## src/rtl/shadow_save_restore.sv

```systemverilog
module shadow_save_restore #(
  parameter int DATA_W = 16,
  parameter int NUM_W = 4,
  parameter int SR_W = 16,
  parameter logic [SR_W-1:0] FLAG_MASK = 'h010F,
  parameter int ADDR_W = 23,
  parameter int CNT_W = 14
) (
  input  logic                    clk,
  input  logic                    rst_n,
  input  logic                    push_sh_i,
  input  logic                    pop_sh_i,
  input  logic                    loop_start_i,
  input  logic                    loop_end_i,
  input  logic [NUM_W*DATA_W-1:0] wreg_i,
  input  logic [SR_W-1:0]         status_i,
  input  logic [ADDR_W-1:0]       lstart_i,
  input  logic [ADDR_W-1:0]       lend_i,
  input  logic [CNT_W-1:0]        lcount_i,
  output logic                    w_we_o,
  output logic [NUM_W*DATA_W-1:0] w_o,
  output logic [SR_W-1:0]         sr_we_o,
  output logic [SR_W-1:0]         sr_o,
  output logic                    loop_we_o,
  output logic [ADDR_W-1:0]       lstart_o,
  output logic [ADDR_W-1:0]       lend_o,
  output logic [CNT_W-1:0]        lcount_o
);
  localparam int WV_W = NUM_W * DATA_W;

  logic [WV_W-1:0]   w_sh;
  logic [SR_W-1:0]   sr_sh;
  logic [ADDR_W-1:0] ls_sh, le_sh;
  logic [CNT_W-1:0]  lc_sh;

  always_ff @(posedge clk) begin
    if (!rst_n) begin
      w_sh   <= '0;
      sr_sh  <= '0;
      w_we_o <= 1'b0;
      w_o    <= '0;
      sr_o   <= '0;
    end else begin
      w_we_o <= pop_sh_i;
      if (pop_sh_i) begin
        w_o  <= w_sh;
        sr_o <= sr_sh;
      end
      if (push_sh_i) begin
        w_sh  <= wreg_i;
        sr_sh <= status_i & FLAG_MASK;
      end
    end
  end

  assign sr_we_o = {SR_W{w_we_o}} & FLAG_MASK;

  always_ff @(posedge clk) begin
    if (!rst_n) begin
      ls_sh     <= '0;
      le_sh     <= '0;
      lc_sh     <= '0;
      loop_we_o <= 1'b0;
      lstart_o  <= '0;
      lend_o    <= '0;
      lcount_o  <= '0;
    end else begin
      loop_we_o <= loop_end_i;
      if (loop_end_i) begin
        lstart_o <= ls_sh;
        lend_o   <= le_sh;
        lcount_o <= lc_sh;
      end
      if (loop_start_i) begin
        ls_sh <= lstart_i;
        le_sh <= lend_i;
        lc_sh <= lcount_i;
      end
    end
  end

  a_r3_pop_strobe: assert property (@(posedge clk) disable iff (!rst_n)
    pop_sh_i |=> w_we_o);
  a_r9_w_strobe_needs_pop: assert property (@(posedge clk) disable iff (!rst_n)
    w_we_o |-> $past(pop_sh_i));
  a_r4_sr_unshadowed_zero: assert property (@(posedge clk) disable iff (!rst_n)
    (sr_o & ~FLAG_MASK) == '0);
  a_r5_loop_strobe: assert property (@(posedge clk) disable iff (!rst_n)
    loop_end_i |=> loop_we_o);
  a_r7_loop_events_no_w_strobe: assert property (@(posedge clk) disable iff (!rst_n)
    (loop_end_i && !pop_sh_i) |=> !w_we_o);
  a_r9_loop_hold: assert property (@(posedge clk) disable iff (!rst_n)
    !loop_end_i |=> $stable(lstart_o) && $stable(lcount_o));
endmodule

```

## config.mk

```make
export PLATFORM = sky130hd
export DESIGN_NAME = shadow_save_restore
export DESIGN_NICKNAME = d
export VERILOG_FILES = /design/src/rtl/shadow_save_restore.sv
export SDC_FILE = /design/constraint.sdc
export NUM_CORES = 1
export LEC_CHECK = 0
export ABC_AREA = 1
export BUFFER_PORTS_ARGS = -buffer_cell sky130_fd_sc_hd__buf_2
export CORE_ASPECT_RATIO = 0.75
export CORE_MARGIN = 1
export CORE_UTILIZATION = 47
export DETAILED_ROUTE_END_ITERATION = 10
export GPL_TIMING_DRIVEN = 0
export PLACE_DENSITY = 0.78
export SETUP_SLACK_MARGIN = 0.2
export SYNTH_ARGS = -nofsm -noshare
export SYNTH_HDL_FRONTEND = slang
export SYNTH_SLANG_ARGS = --single-unit
```

## constraint.sdc

```tcl
create_clock -name clk -period 0.84 [get_ports clk]
set_input_delay 0.168 -clock clk [delete_from_list [all_inputs] [get_ports clk]]
set_output_delay 0.168 -clock clk [all_outputs]
set_load 0.01 [all_outputs]
```

Word level (Yosys, flattened, before mapping)

Cells that the tools add are included.

Flip-flop bits (word level): 260
Input bits: 146
Output and inout port bits: 158
Logic and storage cells: 12

Longest topological paths before layout

Word-level depth: 0
Depth in mapped cells: 5
Mapped depth without buffers: 4

Least setup slack after synthesis

OpenSTA, ideal clock, no wires.

Path type: in2reg
Start: input port rst_n
End: register w_sh[0]
Library setup time: 113 ps
Arrival: 701 ps
Required time: 727 ps
Path slack: 26 ps
Stages: 5
Path buffers: 3
Path through: buf_4 > buf_4 > buf_4 > nand2_1 > nor2_1

RTL lines:

| what                   | line | source |
|---|---|---|
| start: declaration     | 10   | `input logic rst_n,` |
| end signal: assignment | 50   | `w_sh <= wreg_i;` |
| end: declaration       | 31   | `logic [WV_W-1:0] w_sh;` |

Worst setup path in the final report

Start: register w_we_o
End: output port sr_we_o[1]

RTL lines:

| what                     | line | source |
|---|---|---|
| start: declaration       | 20   | `output logic w_we_o,` |
| start signal: assignment | 44   | `w_we_o <= pop_sh_i;` |
| end: declaration         | 22   | `output logic [SR_W-1:0] sr_we_o,` |

No word-level cell between the ends.

==> impl_metrics.yaml <==
run_status:
  status: "complete, but fails checks"
  violations: "hold timing, setup timing"
global_routing:
  track_usage: 0.272
  grt_first_pass_wirelength_microns: 51500
  grt-ovfl-total: 0
  antenna_found_initial: 2
  grt_pass1_vias: 10612
  grt_max_degree: 15
critical_path:
  timing.rr.start: "w_sh[30]"
  cp-end-kind: "output pin"
  required_ns: 0.67
  path_common_cell: "buf_6"
  worst_setup_path_start_kind: "flop"
  r2r_cells: 2
  cp_slowest_cell: "dfxtp_4"
  cp_cell_sequence: "buf_6, buf_6"
  cp_data_arrival_time_ns: 1.15
  critPathMaxStageDelay_ns: 0.38
  worstReg2RegEnd: "w_sh[30]"
  regToRegSetupSlack_ns: -0.23
  worst-setup-path-type: "flop to output pin"
  crit_fanout: 6
die:
  io_pins: 304
  die_h_microns: 133
  die_area_sq_um: 23500
  core_sq_um: 22200
  initial_core_util: 0.484
  die_w_microns: 177
  rows: 47
sta:
  setup_slack_ns: -0.479
  period_needed_ns: 1.32
  rsz0062_at_grt: "true"
  setup_viol: 137
  maxSlewViolCount: 0
  max_freq_ghz: 0.758
  finalHoldViolCount: 7
  finClkSkew_ns: 0.0139
  worstMarginPinSlew_ns: 0.632
  slew_headroom: 0.579
  finalCritPeriodShare: 1.57
  whs_ns: -0.0525
worst_hold_path:
  holdPathEnd: "w_o[0]"
  hold_class: "input pin to flop"
  hold_depth: 4
  hp-start: "pop_sh_i"
logic_synthesis:
  synth_edf_count: 0
  ys.flop_type: "dfxtp_1"
  synth_top_area_share: 0.484
  yosys.area.top_type: "dfxtp_1"
  synth-async-reset-ratio: 0
  yosysSeqAreaShare: 0.484
  yosys-top-cells-area: "dfxtp_1 48%, nand2_1 18%, nor2_1 18%"
  synth-seq-cells: 260
  ys_warn_count: 0
  netlist_instances: 1667
  synth_most_common_cell: "nand2_1"
  synth.avg_cell_area_sq_um: 6.45
  synthTopCellsByCount: "518 x nand2_1, 516 x nor2_1, 260 x dfxtp_1, 260 x inv_1, 51 x buf_4"
  ys_types: 9
  synth.cell_area_sq_um: 10700
drt:
  drc: 0
  wl_microns: 37000
  via_count: 11704
  drt_iter0_drc: 918
  drt_pre_antenna_iters: 7
  antenna_left: 0
  routedWlPerCell_microns: 15.1
  drt-vias-per-instance: 4.78
placement:
  place_congestion: 0.892
  dp_worst_setup_slack_ns: -0.0933
  dp_hpwl_microns: 19400
  placed_area_sq_um: 12800
  port_buffers: 265
clocking:
  cts-buffers-inserted: 26
  htreeDepth: 1
  clk_pin_slew_worst_paths_ns: 0.07
  clock_sinks: 260
  clk_latency_ns: 0.53
  cts_root_buf: "clkbuf_16"
  cts_hold_buf: 131
  cts_tree: "built"
  clockBufferDepth: 3
power_and_ir_drop:
  power_density_nw_per_um2: 1900
  p_total_w: 0.0322
  p_leak_nw: 9.12
  irDropWorstVdd_mv: 1.52
final_layout:
  areaGrowthSynthToFinish_pct: 57.5
  nFillCells: 1403
  fin_nets: 2283
  diodes: 0
  design_area_sq_um: 16900
  fin_util: 0.761
  layout-drive-gt1-share: 0.420
job:
  drv_cap: 0
[metrics by stage]
step	TNS [ns]	hold slack, ns	instances
finish	-41.44	-0.0525	2451
global route	-46.20	-0.0607	2451
floorplan	0	0.356	1688
CTS	-41.99	-0.0770	2440
detailed placement	-6.71	0.455	2247
global placement	-5.29	0.442	2247
[area by class of cell]
type                            count  area, sq um  share of cell area
Multi-Input combinational cell   1056         4350               0.257
Buffer                            112          948              0.0560
Clock buffer                       35          736              0.0435
Tap cell                          294          368              0.0217
Timing Repair Buffer              421         3820               0.226
Clock inverter                     13          199              0.0118
Inverter                          260          976              0.0577
Sequential cell                   260         5520               0.326
[worst max-delay path by stage]
stage                   start          to  slack [ns]
floorplan               rst_n    w_sh[12]         0.1
global placement    push_sh_i    w_sh[18]       -0.09
detailed placement  push_sh_i    w_sh[60]       -0.09
CTS                    w_we_o  sr_we_o[0]       -0.46
global route           w_we_o  sr_we_o[1]       -0.51
finish                 w_we_o  sr_we_o[1]       -0.48
[critical path, delay by kind of cell, from the launching register on]
family / cells / cell delay (ns)
DFF: 1 / 0.38
buffers and inverters: 2 / 0.24
[sequential cells by signal (all words and copies together), names as in the netlist]
signal     count
w_o           64
w_sh          64
le_sh         23
lend_o        23
ls_sh         23
lstart_o      23
lc_sh         14
lcount_o      14
sr_o           5
sr_sh          5
loop_we_o      1
w_we_o         1
[metal layers]
metal,global-route usage,up-vias,wire [microns]
met4,0.155,4,2290
met5,0,-,40
met2,0.457,571,18000
met1,0.326,5313,14200
li1,-,5604,-
met3,0.0486,212,2550
[report_power, final]
part	leakage [nW]	total, W	switching (W)	internal (W)
Clock	0.455	0.0127	0.00497	0.00769
Sequential	2.23	0.0140	0.000620	0.0133
Combinational	6.43	0.00556	0.00280	0.00276
[cell usage in the layout, fill, tap and decap left out, drive strengths merged]
cell type	Yosys	final
nor2	516	516
nand2	518	518
clkinv	0	6
dlygate4sd3	0	102
inv	260	260
buf	102	392
dfxtp	260	260
clkinvlp	0	2
bufinv	0	5
conb	1	22
clkbuf	10	45
dlymetal6s4s	0	29
[what timing repair did]
item | CTS | global route
setup buffers | 14 | 11
setup endpoints to repair | 138 | 308
gates resized for setup | 284 | 398
pin swaps | 26 | 140
hold endpoints to repair | 139 | 9
[logic make-up (layout without fill, tap and decap cells)]
kind of cell / count (synthesis) / count (layout) / synth area share
other: 1 / 22 / 0.000349
DFF: 260 / 260 / 0.484
buffers and inverters: 372 / 841 / 0.154
and+or+nand+nor: 1034 / 1034 / 0.361
Power figures use the tool's default switching activity.
